===== src/rtl/lcdt_pkg.sv =====
package lcdt_pkg;
  localparam int REG_W  = 16;
  localparam int ADDR_W = 4;
  localparam int CHAR_W = 8;
  localparam int SUB_W  = 3;
  localparam int PIX_W  = CHAR_W + SUB_W;
  localparam int LINE_W = 12;
  localparam int HPOS_W = 12;
  localparam int WID_W  = 4;
  localparam int PWR_W  = 2;
  localparam int DLY_W  = 16;
  localparam int CMP_W  = HPOS_W + 1;

  localparam logic [ADDR_W-1:0] A_CTRL  = 4'd0;
  localparam logic [ADDR_W-1:0] A_MODE  = 4'd1;
  localparam logic [ADDR_W-1:0] A_IRQ   = 4'd2;
  localparam logic [ADDR_W-1:0] A_HCNT  = 4'd3;
  localparam logic [ADDR_W-1:0] A_VACT  = 4'd4;
  localparam logic [ADDR_W-1:0] A_VTOT  = 4'd5;
  localparam logic [ADDR_W-1:0] A_VSYNC = 4'd6;
  localparam logic [ADDR_W-1:0] A_HSYNC = 4'd7;
  localparam logic [ADDR_W-1:0] A_PWR   = 4'd8;
  localparam logic [ADDR_W-1:0] A_STEP  = 4'd9;

  localparam logic [PWR_W-1:0] PWR_FULL = 2'd3;

  typedef struct packed {
    logic              hs_low;
    logic              vs_low;
    logic [CHAR_W-1:0] htot;
    logic [CHAR_W-1:0] hact;
    logic [LINE_W-1:0] vact;
    logic [LINE_W-1:0] vtot;
    logic [HPOS_W-1:0] vs_beg;
    logic [WID_W-1:0]  vs_wid;
    logic [HPOS_W-1:0] hs_beg;
    logic [WID_W-1:0]  hs_wid;
  } tmg_t;
endpackage


===== src/rtl/lcdt_regs.sv =====
module lcdt_regs
  import lcdt_pkg::*;
#(
  parameter logic [DLY_W-1:0] STEP_RST = 16'd3
) (
  input  logic              clk_i,
  input  logic              rst_ni,
  input  logic              wr_i,
  input  logic [ADDR_W-1:0] addr_i,
  input  logic [REG_W-1:0]  wdata_i,
  input  logic              commit_i,
  input  logic [PWR_W-1:0]  pwr_i,
  output logic [REG_W-1:0]  rdata_o,
  output logic              disp_on_o,
  output logic              aux_en_o,
  output logic              irq_en_o,
  output logic [DLY_W-1:0]  step_dly_o,
  output tmg_t              act_o
);
  tmg_t stg_q, stg_d, act_q;
  logic [DLY_W-1:0] step_q;
  logic disp_q, aux_q, irq_q;

  always_comb begin
    stg_d = stg_q;
    if (wr_i) begin
      case (addr_i)
        A_MODE:  begin stg_d.hs_low = wdata_i[0]; stg_d.vs_low = wdata_i[1]; end
        A_HCNT:  begin stg_d.htot = wdata_i[7:0]; stg_d.hact = wdata_i[15:8]; end
        A_VACT:  stg_d.vact = wdata_i[LINE_W-1:0];
        A_VTOT:  stg_d.vtot = wdata_i[LINE_W-1:0];
        A_VSYNC: begin stg_d.vs_beg = wdata_i[11:0]; stg_d.vs_wid = wdata_i[15:12]; end
        A_HSYNC: begin stg_d.hs_beg = wdata_i[11:0]; stg_d.hs_wid = wdata_i[15:12]; end
        default: ;
      endcase
    end
  end

  always_ff @(posedge clk_i or negedge rst_ni) begin
    if (!rst_ni) begin
      stg_q  <= '0;
      act_q  <= '0;
      step_q <= STEP_RST;
      disp_q <= 1'b0;
      aux_q  <= 1'b0;
      irq_q  <= 1'b0;
    end else begin
      stg_q <= stg_d;
      // staging written in the boundary cycle goes straight through
      if (commit_i) act_q <= stg_d;
      if (wr_i) begin
        case (addr_i)
          A_CTRL: begin disp_q <= wdata_i[0]; aux_q <= wdata_i[1]; end
          A_IRQ:  irq_q  <= wdata_i[0];
          A_STEP: step_q <= wdata_i;
          default: ;
        endcase
      end
    end
  end

  always_comb begin
    case (addr_i)
      A_CTRL:  rdata_o = {14'd0, aux_q, disp_q};
      A_MODE:  rdata_o = {14'd0, stg_q.vs_low, stg_q.hs_low};
      A_IRQ:   rdata_o = {15'd0, irq_q};
      A_HCNT:  rdata_o = {stg_q.hact, stg_q.htot};
      A_VACT:  rdata_o = {4'd0, stg_q.vact};
      A_VTOT:  rdata_o = {4'd0, stg_q.vtot};
      A_VSYNC: rdata_o = {stg_q.vs_wid, stg_q.vs_beg};
      A_HSYNC: rdata_o = {stg_q.hs_wid, stg_q.hs_beg};
      A_PWR:   rdata_o = {14'd0, pwr_i};
      A_STEP:  rdata_o = step_q;
      default: rdata_o = '0;
    endcase
  end

  assign disp_on_o  = disp_q;
  assign aux_en_o   = aux_q;
  assign irq_en_o   = irq_q;
  assign step_dly_o = step_q;
  assign act_o      = act_q;

  assert_shadow_hold_R10: assert property (@(posedge clk_i) disable iff (!rst_ni)
    !commit_i |=> $stable(act_q));
endmodule


===== src/rtl/lcdt_pwr_seq.sv =====
module lcdt_pwr_seq
  import lcdt_pkg::*;
(
  input  logic             clk_i,
  input  logic             rst_ni,
  input  logic             disp_on_i,
  input  logic [DLY_W-1:0] step_dly_i,
  output logic [PWR_W-1:0] state_o,
  output logic             run_o
);
  logic [PWR_W-1:0] state_q;
  logic [DLY_W-1:0] dcnt_q;
  logic go_up, go_dn;

  assign go_up = disp_on_i && (state_q != PWR_FULL);
  assign go_dn = !disp_on_i && (state_q != '0);

  always_ff @(posedge clk_i or negedge rst_ni) begin
    if (!rst_ni) begin
      state_q <= '0;
      dcnt_q  <= '0;
    end else if (!(go_up || go_dn)) begin
      dcnt_q <= '0;
    end else if (dcnt_q == step_dly_i) begin
      dcnt_q  <= '0;
      state_q <= go_up ? state_q + 2'd1 : state_q - 2'd1;
    end else begin
      dcnt_q <= dcnt_q + 1'b1;
    end
  end

  assign state_o = state_q;
  assign run_o   = disp_on_i && (state_q == PWR_FULL);

  assert_one_step_R7: assert property (@(posedge clk_i) disable iff (!rst_ni)
    1'b1 |=> ((state_q - $past(state_q)) != 2'd2));
  assert_no_wrap_up_R7: assert property (@(posedge clk_i) disable iff (!rst_ni)
    (state_q == 2'd0) |=> (state_q != 2'd3));
  assert_no_wrap_dn_R7: assert property (@(posedge clk_i) disable iff (!rst_ni)
    (state_q == 2'd3) |=> (state_q != 2'd0));
endmodule


===== src/rtl/lcdt_scan.sv =====
module lcdt_scan
  import lcdt_pkg::*;
(
  input  logic              clk_i,
  input  logic              rst_ni,
  input  logic              run_i,
  input  tmg_t              act_i,
  output logic [PIX_W-1:0]  pix_x_o,
  output logic [LINE_W-1:0] line_o,
  output logic              hsync_o,
  output logic              vsync_o,
  output logic              de_o,
  output logic              frame_start_o,
  output logic              commit_o
);
  logic [CHAR_W-1:0] char_q;
  logic [SUB_W-1:0]  sub_q;
  logic [LINE_W-1:0] line_q;
  logic line_end, frame_end;
  logic [CMP_W-1:0] ch_c, ln_c, hs_b, hs_e, vs_b, vs_e;
  logic hs_on, vs_on;

  assign line_end  = (sub_q == '1) && (char_q == act_i.htot);
  assign frame_end = run_i && line_end && (line_q == act_i.vtot);

  always_ff @(posedge clk_i or negedge rst_ni) begin
    if (!rst_ni) begin
      char_q <= '0;
      sub_q  <= '0;
      line_q <= '0;
    end else if (!run_i) begin
      char_q <= '0;
      sub_q  <= '0;
      line_q <= '0;
    end else begin
      sub_q <= sub_q + 1'b1;
      if (line_end) begin
        char_q <= '0;
        line_q <= (line_q == act_i.vtot) ? '0 : line_q + 1'b1;
      end else if (sub_q == '1) begin
        char_q <= char_q + 1'b1;
      end
    end
  end

  // sync windows: start = field + 1, end = start + width field + 1
  assign ch_c  = {{(CMP_W-CHAR_W){1'b0}}, char_q};
  assign ln_c  = {{(CMP_W-LINE_W){1'b0}}, line_q};
  assign hs_b  = {1'b0, act_i.hs_beg} + 1'b1;
  assign hs_e  = hs_b + {{(CMP_W-WID_W){1'b0}}, act_i.hs_wid} + 1'b1;
  assign vs_b  = {1'b0, act_i.vs_beg} + 1'b1;
  assign vs_e  = vs_b + {{(CMP_W-WID_W){1'b0}}, act_i.vs_wid} + 1'b1;
  assign hs_on = run_i && (ch_c >= hs_b) && (ch_c < hs_e);
  assign vs_on = run_i && (ln_c >= vs_b) && (ln_c < vs_e);

  assign hsync_o       = hs_on ^ act_i.hs_low;
  assign vsync_o       = vs_on ^ act_i.vs_low;
  assign de_o          = run_i && (char_q <= act_i.hact) && (line_q <= act_i.vact);
  assign pix_x_o       = {char_q, sub_q};
  assign line_o        = line_q;
  assign frame_start_o = run_i && (char_q == '0) && (sub_q == '0) && (line_q == '0);
  assign commit_o      = !run_i || frame_end;

  assert_hold_idle_R8: assert property (@(posedge clk_i) disable iff (!rst_ni)
    !run_i |=> (pix_x_o == '0 && line_o == '0));
  assert_frame_wrap_R3: assert property (@(posedge clk_i) disable iff (!rst_ni)
    frame_end |=> (line_o == '0 && pix_x_o == '0));
  assert_line_bound_R3: assert property (@(posedge clk_i) disable iff (!rst_ni)
    (run_i && $past(run_i)) |-> (line_q <= act_i.vtot));
endmodule


===== src/rtl/lcd_timing_gen.sv =====
module lcd_timing_gen
  import lcdt_pkg::*;
#(
  parameter logic [DLY_W-1:0] STEP_RST = 16'd3
) (
  input  logic              clk_i,
  input  logic              rst_ni,
  input  logic              reg_wr_i,
  input  logic [ADDR_W-1:0] reg_addr_i,
  input  logic [REG_W-1:0]  reg_wdata_i,
  output logic [REG_W-1:0]  reg_rdata_o,
  output logic              hsync_o,
  output logic              vsync_o,
  output logic              de_o,
  output logic [PIX_W-1:0]  pix_x_o,
  output logic [LINE_W-1:0] line_o,
  output logic              irq_o,
  output logic              panel_en_o
);
  tmg_t act;
  logic disp_on, irq_en, run, commit, frame_start;
  logic [DLY_W-1:0] step_dly;
  logic [PWR_W-1:0] pwr;

  lcdt_regs #(.STEP_RST(STEP_RST)) u_regs (
    .clk_i, .rst_ni,
    .wr_i(reg_wr_i), .addr_i(reg_addr_i), .wdata_i(reg_wdata_i),
    .commit_i(commit), .pwr_i(pwr), .rdata_o(reg_rdata_o),
    .disp_on_o(disp_on), .aux_en_o(panel_en_o), .irq_en_o(irq_en),
    .step_dly_o(step_dly), .act_o(act)
  );

  lcdt_pwr_seq u_pwr (
    .clk_i, .rst_ni,
    .disp_on_i(disp_on), .step_dly_i(step_dly),
    .state_o(pwr), .run_o(run)
  );

  lcdt_scan u_scan (
    .clk_i, .rst_ni,
    .run_i(run), .act_i(act),
    .pix_x_o, .line_o, .hsync_o, .vsync_o, .de_o,
    .frame_start_o(frame_start), .commit_o(commit)
  );

  assign irq_o = irq_en && frame_start;

  assert_irq_pulse_R9: assert property (@(posedge clk_i) disable iff (!rst_ni)
    irq_o |=> !irq_o);
  assert_run_full_R8: assert property (@(posedge clk_i) disable iff (!rst_ni)
    de_o |-> (pwr == PWR_FULL && disp_on));
endmodule


===== config.mk =====
export PLATFORM = sky130hd
export DESIGN_NAME = lcd_timing_gen
export DESIGN_NICKNAME = d
export VERILOG_FILES = /design/src/rtl/lcdt_pkg.sv /design/src/rtl/lcdt_regs.sv /design/src/rtl/lcdt_pwr_seq.sv /design/src/rtl/lcdt_scan.sv /design/src/rtl/lcd_timing_gen.sv
export SDC_FILE = /design/constraint.sdc
export NUM_CORES = 1
export LEC_CHECK = 0
export BUFFER_PORTS_ARGS = -buffer_cell sky130_fd_sc_hd__buf_2
export CAP_MARGIN = 20
export CORE_UTILIZATION = 45
export CTS_CLUSTER_DIAMETER = 150
export DETAILED_ROUTE_END_ITERATION = 10
export GPL_ROUTABILITY_DRIVEN = 0
export PLACE_DENSITY_LB_ADDON = 0.1
export RECOVER_POWER = 50
export SETUP_SLACK_MARGIN = 0.1
export SLEW_MARGIN = 20
export SYNTH_ARGS = -nofsm -noshare
export SYNTH_HDL_FRONTEND = slang
export SYNTH_HIERARCHICAL = 1
export SYNTH_SLANG_ARGS = --single-unit

===== constraint.sdc =====
create_clock -name clk_i -period 6.8 [get_ports clk_i]
set_input_delay 1.36 -clock clk_i [delete_from_list [all_inputs] [get_ports clk_i]]
set_output_delay 1.36 -clock clk_i [all_outputs]
set_load 0.01 [all_outputs]

==> impl_results.rst, run 1 <==
.. list-table::
   :header-rows: 1

   * - Metric
     - Value
   * - Data arrival time of the worst path
     - 4.64 ns
   * - Number of levels in the clock H-tree
     - 1
   * - Number of DRC violations after detailed routing
     - 0
   * - Max Cap Viol
     - 4
   * - CTS sink count
     - 208
   * - Failing checks
     - capacitance limit, slew limit
   * - Number of hold-slack violations in the final timing report
     - 0
   * - Hold crit path type
     - reg -> reg
   * - Total wirelength of the detailed-routed design
     - 38700 um
   * - Average via count per standard cell
     - 5.90
   * - Required time worst endpoint
     - 5.44 ns
   * - Vertical extent of the die
     - 171 um
   * - Cell at the root of the clock tree
     - sky130_fd_sc_hd__clkbuf_16
   * - Status
     - complete, but fails checks
   * - Post-Place Cells
     - 1703
   * - Register area
     - 0.00521 mm2
   * - Async set or reset register ratio after synthesis
     - 1.00
   * - Library cell occupying the most area in the post-synthesis netlist
     - sky130_fd_sc_hd__dfrtp_1
   * - Number of warnings reported in the yosys synthesis log
     - 6
   * - Register bit count reported by yosys
     - 208
   * - Port-buffer cells
     - 66
   * - Starting DRC count in detailed routing
     - 899
   * - Design internal power
     - 2.69 mW
   * - Max Root-Sink Buffers
     - 3
   * - Portion of synthesized cell area occupied by the leading cell type
     - 0.400
   * - Total nets after synthesis
     - 1434
   * - Initial standard-cell utilization of the core
     - 0.460
   * - Post-detailed-route wirelength per cell
     - 22.2 um
   * - Kind of start point of the critical path
     - input port
   * - Overall fraction of global-route tracks in use
     - 0.270
   * - Sequential fraction of the synthesis area
     - 0.404
   * - Fin Clk Skew
     - 0.0101 ns
   * - Skew-Pair Late Insertion Delay
     - 0.51 ns
   * - HPWL reported at the end of detailed placement
     - 27200 um
   * - Die W
     - 171 um
   * - Number of setup violations in the final report
     - 0
   * - Fraction of final layout cells with drive strength greater than 1
     - 0.139
   * - Number of non-filler instances in the completed layout
     - 1747
   * - EDFF count, synth
     - 0
   * - CTS tree
     - built
   * - Leftover overflow at the end of global routing
     - 0
   * - Top cells by area, synth
     - sky130_fd_sc_hd__dfrtp_1, sky130_fd_sc_hd__ha_1, sky130_fd_sc_hd__xnor2_1
   * - CP endpoint kind
     - output pin
   * - Post-CTS Setup Bufs
     - 0
   * - Multi-input combinational cell area
     - 0.00691 mm2
   * - Worst Max-Slew Pin Slew
     - 3.16 ns
   * - Net switching power
     - 1.36 mW
   * - Worst vdd ir
     - 0.207 mV
   * - Global-route wire length before repair
     - 59400 um
   * - Power per cell area
     - 288 mW/mm2
   * - Largest net degree at the start of global routing
     - 175
   * - Number of antenna violations at the first check in global routing
     - 0
   * - Number of rows in the core area
     - 61
   * - Area of the mapped netlist
     - 0.0129 mm2
   * - Primary flip-flop cell chosen by synthesis mapping
     - sky130_fd_sc_hd__dfrtp_1
   * - Number of distinct standard cells referenced by the synthesized netlist
     - 84
   * - Class of the most critical setup path
     - in -> out
   * - Portion of the clock cycle consumed by the worst path in the final layout
     - 0.882
   * - Clock share of power
     - 0.326
   * - Most common library cell in the layout ignoring fill and taps
     - sky130_fd_sc_hd__dfrtp_1
   * - Max-slew violation count
     - 262
   * - Standby leakage power
     - 6.37 nW
   * - Total vias in the final route
     - 10299
   * - Highest net fanout along the worst path
     - 48
   * - Die ar.
     - 0.0293 mm2
   * - Vias in the first global route
     - 9789
   * - Total core area
     - 0.0280 mm2
   * - Combinational share of power
     - 0.245
   * - Mean instance size in the synthesized netlist
     - 9.68 um2
   * - Number of fill cells in the layout
     - 2616
   * - TritonCTS buffer count
     - 25
   * - Number of routed nets with antenna violations
     - 0
   * - Switching fraction of total power
     - 0.335
   * - Setup_tns
     - 0 ns
   * - Count of nets after finishing
     - 1454
   * - Sequential share of power
     - 0.429
   * - Post-Syn Instances
     - 1332
   * - Count of boundary I/O pins
     - 67
   * - Maximum clock rate
     - 0.167 GHz
   * - Inserted Diodes
     - 0
   * - Post-cts resize count
     - 0
   * - Register clock-pin slew on the reported worst setup and hold paths
     - 0.06 ns
   * - RSZ-0062 raised after global routing
     - false
   * - Shortest period the worst path allows
     - 6.00 ns
   * - First-pass iteration count of the detailed router
     - 7
   * - Most frequent cells in the layout
     - sky130_fd_sc_hd__dfrtp_1, sky130_fd_sc_hd__nand2_1, sky130_fd_sc_hd__nor2_1
   * - Number of hold buffers added after CTS
     - 0
   * - Slew headroom
     - -1.10
   * - Growth of design area from synthesis to finish
     - 9.18%
## logic make-up after synthesis
group	Yosys count	share of synthesized area
AND/OR/NAND/NOR	442	0.184
AO/OA/AOI/OAI	277	0.144
flip-flops	208	0.404
buffers and inverters	160	0.0590
XOR/XNOR	102	0.0693
adder cells (fa/ha/maj)	79	0.0779
multiplexers	64	0.0617
## sequential cells by signal, summed over array words and instances (netlist names)
signal,cells
u_scan/char_q,8
u_regs/step_dly_o,16
u_pwr/state_o,2
u_regs/irq_en_o,1
u_scan/line_o,12
u_pwr/dcnt_q,16
u_regs/stg_q,74
u_regs/act_o,74
u_regs/disp_on_o,1
u_scan/sub_q,3
u_regs/aux_en_o,1
## through the flow
stage / hold slack [ns] / utilization / setup slack [ns] / total power [mW] / cell area [um2]
after floorplan: 0.468 / - / 2.29 / 2.41 / 12900
after global placement: 0.481 / 0.476 / 2.01 / 2.73 / 13300
after detailed placement: 0.496 / 0.476 / 1.93 / 2.74 / 13300
after CTS: 0.505 / 0.504 / 1.37 / 4.07 / 14100
after global routing: 0.532 / 0.502 / 0.575 / 4.27 / 14100
final: 0.505 / 0.502 / 0.805 / 4.05 / 14100
## cell type report
class | count | area share
tap | 378 | 0.0336
multi-input combinational | 964 | 0.491
clock buffer | 33 | 0.0487
inverter | 77 | 0.0205
sequential | 208 | 0.370
timing repair buffer | 76 | 0.0282
clock inverter | 11 | 0.00818
## power by group through the flow
stage | Sequential (mW) | Combinational, mW | Clock, mW
6_report | 1.74 | 0.990 | 1.32
5_1_grt | 1.76 | 1.11 | 1.39
4_1_cts | 1.73 | 0.992 | 1.34
3_5_place_dp | 1.75 | 0.987 | 0
3_3_place_gp | 1.75 | 0.973 | 0
2_1_floorplan | 1.62 | 0.799 | 0
## routing by layer
layer	GRT usage	part of all wire	vias up	routed length, um
met5	0	0	-	0
met4	0.0741	0.027	0	1050
met2	0.415	0.44	344	17200
met3	0.0515	0.071	52	2740
met1	0.387	0.46	5065	17800
li1	-	-	4838	-
## synth_stat cells (all sizes together), types with 18 or more instances
| master | number |
|---|---|
| clkbuf | 36 |
| nand2 | 116 |
| dfrtp | 206 |
| a31oi | 55 |
| xnor2 | 73 |
| buf | 47 |
| xor2 | 29 |
| inv | 77 |
| nand4 | 27 |
| o21ai | 78 |
| nor2 | 99 |
| a21oi | 33 |
| nand3 | 81 |
| nor3 | 18 |
| o221ai | 25 |
| ha | 77 |
| mux2 | 44 |
| o211ai | 21 |
## worst max-delay path, cell delays in order
cell and delay [ns]:
sky130_fd_sc_hd__clkbuf_1 1.43, sky130_fd_sc_hd__nand2_2 1.01, sky130_fd_sc_hd__o32ai_1 0.51, sky130_fd_sc_hd__or4_1 0.17, sky130_fd_sc_hd__buf_2 0.12
## final timing paths
path	from	endpoint	slack (ns)	depth (start not counted)
max	reg_addr_i[1]	reg_rdata_o[0]	0.80	5
min	u_scan/sub_q[0]$_DFF_PN0_	u_scan/sub_q[0]$_DFF_PN0_	0.51	1
max reg2reg	u_scan/char_q[6]$_DFFE_PN0P_	u_regs/act_o[26]$_DFFE_PN0P_	3.68	8
min reg2reg	u_scan/sub_q[0]$_DFF_PN0_	u_scan/sub_q[0]$_DFF_PN0_	0.51	1
max in group asynchronous	rst_ni	u_regs/stg_q[47]$_DFF_PN0_	2.04	2
min in group asynchronous	rst_ni	u_regs/act_o[20]$_DFFE_PN0P_	1.84	1
Note: power is estimated with default switching activity, not from simulation.
==> run 2, diff against run 1 <==
MAX_ROUTING_LAYER = met4   (was default)
SKIP_LAST_GASP = 1   (was default)
==> run 2 against run 1 <==
Largest power group unchanged. Sequential cell count unchanged. Worst setup slack got worse by 0.0088 ns. Critical endpoint unchanged. The run still ends with capacitance limit, slew limit left. Largest cell class unchanged. Cell area unchanged.
==> impl_results.rst, run 2 (synthesis results as in run 1) <==
.. list-table::
   :header-rows: 1

   * - Metric
     - Value
   * - Post-detailed-route wirelength per cell
     - 22.1 um (-0.15%)
   * - CTS tree
     - built
   * - Class of the most critical setup path
     - in -> out
   * - Average via count per standard cell
     - 5.90 (+0.11%)
   * - Leftover overflow at the end of global routing
     - 0 (unchanged)
   * - Portion of the clock cycle consumed by the worst path in the final layout
     - 0.883 (+0.00129)
   * - Max-slew violation count
     - 262 (unchanged)
   * - Inserted Diodes
     - 0 (unchanged)
   * - Max Cap Viol
     - 4 (unchanged)
   * - CP endpoint kind
     - output pin
   * - Count of boundary I/O pins
     - 67 (unchanged)
   * - Vias in the first global route
     - 9777 (-0.12%)
   * - Status
     - complete, but fails checks
   * - Worst vdd ir
     - 0.207 mV (+0.25%)
   * - Number of hold-slack violations in the final timing report
     - 0 (unchanged)
   * - Fraction of final layout cells with drive strength greater than 1
     - 0.139 (unchanged)
   * - Skew-Pair Late Insertion Delay
     - 0.51 ns (about the same)
   * - Growth of design area from synthesis to finish
     - 9.18% (unchanged)
   * - Global-route wire length before repair
     - 59500 um (+0.12%)
   * - Starting DRC count in detailed routing
     - 915 (+1.8%)
   * - Most frequent cells in the layout
     - sky130_fd_sc_hd__dfrtp_1, sky130_fd_sc_hd__nand2_1, sky130_fd_sc_hd__nor2_1
   * - Count of nets after finishing
     - 1454 (unchanged)
   * - Register clock-pin slew on the reported worst setup and hold paths
     - 0.06 ns (about the same)
   * - Shortest period the worst path allows
     - 6.00 ns (+0.00875 ns)
   * - Die ar.
     - 0.0293 mm2 (unchanged)
   * - Number of levels in the clock H-tree
     - 1 (unchanged)
   * - Data arrival time of the worst path
     - 4.64 ns (about the same)
   * - Maximum clock rate
     - 0.167 GHz (-0.15%)
   * - CTS sink count
     - 208 (unchanged)
   * - Post-CTS Setup Bufs
     - 0 (unchanged)
   * - Post-cts resize count
     - 0 (unchanged)
   * - Worst Max-Slew Pin Slew
     - 3.17 ns (+0.00968 ns)
   * - Number of hold buffers added after CTS
     - 0 (unchanged)
   * - Required time worst endpoint
     - 5.44 ns (about the same)
   * - Standby leakage power
     - 6.37 nW (unchanged)
   * - Port-buffer cells
     - 66 (unchanged)
   * - Most common library cell in the layout ignoring fill and taps
     - sky130_fd_sc_hd__dfrtp_1
   * - Max Root-Sink Buffers
     - 3 (unchanged)
   * - Number of setup violations in the final report
     - 0 (unchanged)
   * - Slew headroom
     - -1.11 (-0.00645)
   * - Total vias in the final route
     - 10310 (+0.11%)
   * - Total core area
     - 0.0280 mm2 (unchanged)
   * - Setup_tns
     - 0 ns (unchanged)
   * - Smallest setup slack after layout
     - 0.796 ns (-0.00875 ns)
   * - RSZ-0062 raised after global routing
     - false
   * - First-pass iteration count of the detailed router
     - 5 (-2)
   * - Initial standard-cell utilization of the core
     - 0.460 (unchanged)
   * - Number of routed nets with antenna violations
     - 0 (unchanged)
   * - Failing checks
     - capacitance limit, slew limit
   * - Hold crit path type
     - reg -> reg
   * - Fin Clk Skew
     - 0.00959 ns (-0.000461 ns)
   * - Vertical extent of the die
     - 171 um (unchanged)
   * - Total wirelength of the detailed-routed design
     - 38700 um (-0.15%)
   * - TritonCTS buffer count
     - 25 (unchanged)
   * - Number of rows in the core area
     - 61 (unchanged)
   * - Total chip power
     - 4.04 mW (about the same)
   * - Fin util
     - 0.502 (unchanged)
   * - Overall fraction of global-route tracks in use
     - 0.278 (+0.00840)
   * - Placement Setup Slack
     - 1.93 ns (unchanged)
   * - Die W
     - 171 um (unchanged)
   * - HPWL reported at the end of detailed placement
     - 27200 um (unchanged)
   * - Number of DRC violations after detailed routing
     - 0 (unchanged)
   * - Number of antenna violations at the first check in global routing
     - 0 (unchanged)
   * - Cell at the root of the clock tree
     - sky130_fd_sc_hd__clkbuf_16
   * - Highest net fanout along the worst path
     - 48 (unchanged)
   * - Power per cell area
     - 287 mW/mm2 (about the same)
   * - Largest net degree at the start of global routing
     - 175 (unchanged)
   * - Kind of start point of the critical path
     - input port
run 2: metal layers:
layer	wire, um	share of wire	GRT usage
met1	17700	0.46	0.389
met2	17200	0.44	0.415
met3	2750	0.071	0.0506
met4	1070	0.028	0.0741
met5	0	0	-
run 2: layout make-up:
| type | count | area (um2) |
|---|---|---|
| Fill cell | 2616 | 13900 |
| Multi-Input combinational cell | 964 | 6910 |
| Sequential cell | 208 | 5210 |
| Clock buffer | 33 | 686 |
| Tap cell | 378 | 473 |
| Timing Repair Buffer | 76 | 397 |
| Inverter | 77 | 289 |
| Clock inverter | 11 | 115 |
run 2: path summary, 6_finish.rpt:
check / depth (start not counted) / slack (ns) / to / from
max: 5 / 0.80 / reg_rdata_o[0] / reg_addr_i[1]
min: 1 / 0.50 / u_scan/sub_q[0]$_DFF_PN0_ / u_scan/sub_q[0]$_DFF_PN0_
max reg2reg: 8 / 3.68 / u_regs/act_o[26]$_DFFE_PN0P_ / u_scan/char_q[7]$_DFFE_PN0P_
min reg2reg: 1 / 0.50 / u_scan/sub_q[0]$_DFF_PN0_ / u_scan/sub_q[0]$_DFF_PN0_
max in group asynchronous: 2 / 2.02 / u_regs/act_o[5]$_DFFE_PN0P_ / rst_ni
min in group asynchronous: 1 / 1.85 / u_regs/act_o[20]$_DFFE_PN0P_ / rst_ni
run 2: critical path: stages:
cell,delay (ns)
sky130_fd_sc_hd__clkbuf_1,1.42
sky130_fd_sc_hd__nand2_2,1.01
sky130_fd_sc_hd__o32ai_1,0.53
sky130_fd_sc_hd__or4_1,0.18
sky130_fd_sc_hd__buf_2,0.12
run 2: power breakdown:
part | leakage [nW] | internal [mW] | total (mW) | switching (mW)
Combinational | 3.32 | 0.444 | 0.989 | 0.546
Clock | 0.396 | 0.784 | 1.32 | 0.534
Sequential | 2.66 | 1.46 | 1.74 | 0.272
run 2: per-stage QoR:
step | hold WS (ns) | instance area, um2 | cells
after global placement | 0.481 | 13300 | 1703
final | 0.505 | 14100 | 1747
after floorplan | 0.468 | 12900 | 1332
after detailed placement | 0.496 | 13300 | 1703
after CTS | 0.505 | 14100 | 1747
after global routing | 0.532 | 14100 | 1747
==> run 3, diff against run 2 <==
PLACE_DENSITY = 0.61   (was default)
PLACE_DENSITY_LB_ADDON = default   (was 0.1)
==> run 3 against run 2 <==
The flow still finishes with violations (capacitance limit, slew limit). Sequential cell count is the same. Fmax up 11%. Worst setup slack better by 0.59 ns. Non-clock buffer count is 1 lower. Routed wire length down 1.7%. Power shrank 0.88%. Clock skew grew 0.0052 ns. Worst hold slack worse by 0.012 ns.
==> impl_results.rst, run 3 (synthesis results as in run 1) <==
.. list-table::
   :header-rows: 1

   * - Metric
     - Value
   * - Overall fraction of global-route tracks in use
     - 0.272 (-0.00624)
   * - Number of fill cells in the layout
     - 2677 (+2.3%)
   * - Register clock-pin slew on the reported worst setup and hold paths
     - 0.06 ns (about the same)
   * - Number of antenna violations at the first check in global routing
     - 0 (unchanged)
   * - Reg2reg end
     - u_regs/act_o[9]$_DFFE_PN0P_
   * - First-pass iteration count of the detailed router
     - 6 (+1)
   * - Slack of the worst reg-to-reg path
     - 3.32 ns (-0.36 ns)
   * - Post-Place Cells
     - 1702 (-0.059%)
   * - Fraction of final layout cells with drive strength greater than 1
     - 0.141 (+0.00187)
   * - Smallest setup slack after layout
     - 1.39 ns (+0.589 ns)
   * - Leftover overflow at the end of global routing
     - 0 (unchanged)
   * - Design internal power
     - 2.67 mW (-0.85%)
   * - Post-Route Hold Slack
     - 0.493 ns (-0.0117 ns)
   * - Maximum clock rate
     - 0.185 GHz (+11%)
   * - CTS sink count
     - 208 (unchanged)
   * - Number of instances on the worst hold path
     - 1 (unchanged)
   * - Post-detailed-route wirelength per cell
     - 21.8 um (-1.5%)
   * - Clock share of power
     - 0.319 (-0.007)
   * - Failing checks
     - capacitance limit, slew limit
   * - RSZ-0062 raised after global routing
     - false
   * - Switching fraction of total power
     - 0.334 (about the same)
   * - Data arrival time of the worst path
     - 4.05 ns (-0.59 ns)
   * - Shortest period the worst path allows
     - 5.41 ns (-0.589 ns)
   * - Max Cap Viol
     - 2 (-2)
   * - Vias in the first global route
     - 9946 (+1.7%)
   * - Number of DRC violations after detailed routing
     - 0 (unchanged)
   * - TritonCTS buffer count
     - 24 (-4.0%)
   * - Initial standard-cell utilization of the core
     - 0.460 (unchanged)
   * - Die W
     - 171 um (unchanged)
   * - Highest net fanout along the worst path
     - 7 (-85%)
   * - Total chip power
     - 4.01 mW (-0.88%)
   * - Number of non-filler instances in the completed layout
     - 1743 (-0.23%)
   * - Fin util
     - 0.502 (-0.000670)
   * - Worst Max-Slew Pin Slew
     - 2.55 ns (-0.617 ns)
   * - Average via count per standard cell
     - 5.97 (+1.1%)
   * - Post-cts resize count
     - 0 (unchanged)
   * - Placement Setup Slack
     - 1.92 ns (-0.0130 ns)
   * - Count of nets after finishing
     - 1452 (-0.14%)
   * - Vertical extent of the die
     - 171 um (unchanged)
   * - Portion of the clock cycle consumed by the worst path in the final layout
     - 0.796 (-0.0867)
   * - Number of rows in the core area
     - 61 (unchanged)
   * - Setup_tns
     - 0 ns (unchanged)
   * - Number of cells on the worst reg-to-reg path
     - 7 (-1)
   * - Largest net degree at the start of global routing
     - 182 (+4.0%)
   * - Fin Clk Skew
     - 0.0148 ns (+0.00523 ns)
   * - Die ar.
     - 0.0293 mm2 (unchanged)
   * - HPWL reported at the end of detailed placement
     - 26800 um (-1.6%)
   * - Hold crit path type
     - reg -> reg
   * - Max-slew violation count
     - 211 (-19%)
   * - Standby leakage power
     - 6.37 nW (about the same)
   * - Total wirelength of the detailed-routed design
     - 38000 um (-1.7%)
   * - Kind of start point of the critical path
     - flop
   * - Number of setup violations in the final report
     - 0 (unchanged)
   * - Number of hold buffers added after CTS
     - 0 (unchanged)
   * - Final instance area
     - 0.0141 mm2 (-0.13%)
   * - Number of routed nets with antenna violations
     - 0 (unchanged)
   * - Port-buffer cells
     - 66 (unchanged)
   * - Post-CTS Setup Bufs
     - 0 (unchanged)
   * - Net switching power
     - 1.34 mW (-0.96%)
   * - Standard cell area after detailed placement
     - 0.0133 mm2 (about the same)
   * - Total core area
     - 0.0280 mm2 (unchanged)
   * - Total vias in the final route
     - 10404 (+0.91%)
   * - Number of levels in the clock H-tree
     - 1 (unchanged)
   * - Most frequent cells in the layout
     - sky130_fd_sc_hd__dfrtp_1, sky130_fd_sc_hd__nand2_1, sky130_fd_sc_hd__nor2_1
   * - Class of the most critical setup path
     - reg -> out
   * - Reg2Reg Launch Point
     - u_scan/char_q[5]$_DFFE_PN0P_
   * - CTS tree
     - built
   * - Max Root-Sink Buffers
     - 3 (unchanged)
   * - Inserted Diodes
     - 0 (unchanged)
   * - Combinational share of power
     - 0.248 (+0.003)
   * - End of the worst hold path
     - u_scan/sub_q[0]$_DFF_PN0_
   * - Slew headroom
     - -0.698 (+0.412)
   * - Status
     - complete, but fails checks
   * - Skew-Pair Late Insertion Delay
     - 0.52 ns (about the same)
   * - Power per cell area
     - 285 mW/mm2 (-0.75%)
   * - Global-route wire length before repair
     - 58500 um (-1.6%)
   * - Most common library cell in the layout ignoring fill and taps
     - sky130_fd_sc_hd__dfrtp_1
   * - Worst vdd ir
     - 0.224 mV (+7.8%)
   * - Cell at the root of the clock tree
     - sky130_fd_sc_hd__clkbuf_16
   * - Launch point of the worst hold path
     - u_scan/sub_q[0]$_DFF_PN0_
   * - Count of boundary I/O pins
     - 67 (unchanged)
   * - Required time worst endpoint
     - 5.44 ns (about the same)
   * - CP endpoint kind
     - output pin
   * - Sequential share of power
     - 0.433 (+0.004)
   * - Starting DRC count in detailed routing
     - 885 (-3.3%)
   * - Growth of design area from synthesis to finish
     - 9.04%
   * - Number of hold-slack violations in the final timing report
     - 0 (unchanged)
-- run 3: cell count changes in the layout (fill, tap and decap cells not counted), sizes merged --
| cell | before | now |
|---|---|---|
| buf | 65 | 67 |
| clkinv | 7 | 6 |
| bufinv | 2 | 1 |
| clkinvlp | 1 | 0 |
| clkbuf | 44 | 41 |
-- run 3: area by class of cell --
type                       count  area, um2  share of cell area
clock inverter                 8       71.3             0.00507
tap                          378        473              0.0337
multi-input combinational    964       6920               0.493
sequential                   208       5210               0.371
timing repair buffer          75        384              0.0273
inverter                      77        289              0.0206
clock buffer                  33        706              0.0502
-- run 3: worst max-delay path by stage --
stage,startpoint,endpoint,slack (ns)
finish,u_regs/act_o[20]$_DFFE_PN0P_,vsync_o,1.39
global route,u_regs/act_o[4]$_DFFE_PN0P_,hsync_o,0.95
CTS,u_regs/act_o[20]$_DFFE_PN0P_,vsync_o,1.36
detailed placement,u_regs/act_o[20]$_DFFE_PN0P_,vsync_o,1.92
global placement,reg_addr_i[1],reg_rdata_o[0],2.00
floorplan,u_regs/act_o[4]$_DFFE_PN0P_,hsync_o,2.29
-- run 3: power groups by stage --
stage,clock network [mW],registers (mW),logic (mW)
2_1_floorplan,0,1.62,0.799
3_3_place_gp,0,1.75,0.967
3_5_place_dp,0,1.75,0.996
4_1_cts,1.30,1.73,1.00
5_1_grt,1.35,1.76,1.11
6_report,1.28,1.73,0.995
-- run 3: worst max-delay path, stage by stage, from the launching register on --
cell and delay [ns]:
sky130_fd_sc_hd__dfrtp_1 0.44, sky130_fd_sc_hd__ha_1 0.32, sky130_fd_sc_hd__xor2_1 0.23, sky130_fd_sc_hd__ha_1 0.31
sky130_fd_sc_hd__nand3_1 0.12, sky130_fd_sc_hd__nand2_1 0.14, sky130_fd_sc_hd__nand2_1 0.09, sky130_fd_sc_hd__o21ai_0 0.08
sky130_fd_sc_hd__a22oi_1 0.22, sky130_fd_sc_hd__xor2_1 0.17, sky130_fd_sc_hd__ha_1 0.27, sky130_fd_sc_hd__nand4_1 0.13
sky130_fd_sc_hd__nor2_1 0.06, sky130_fd_sc_hd__nor4_1 0.24, sky130_fd_sc_hd__o211ai_1 0.16, sky130_fd_sc_hd__a31oi_1 0.18
sky130_fd_sc_hd__o21ai_1 0.11, sky130_fd_sc_hd__xnor2_1 0.12, sky130_fd_sc_hd__buf_2 0.14
-- run 3: per-layer routing --
metal,routed length (um),global-route usage
met5,0,-
met4,1510,0.104
met3,2360,0.0421
met2,16600,0.398
met1,17500,0.380
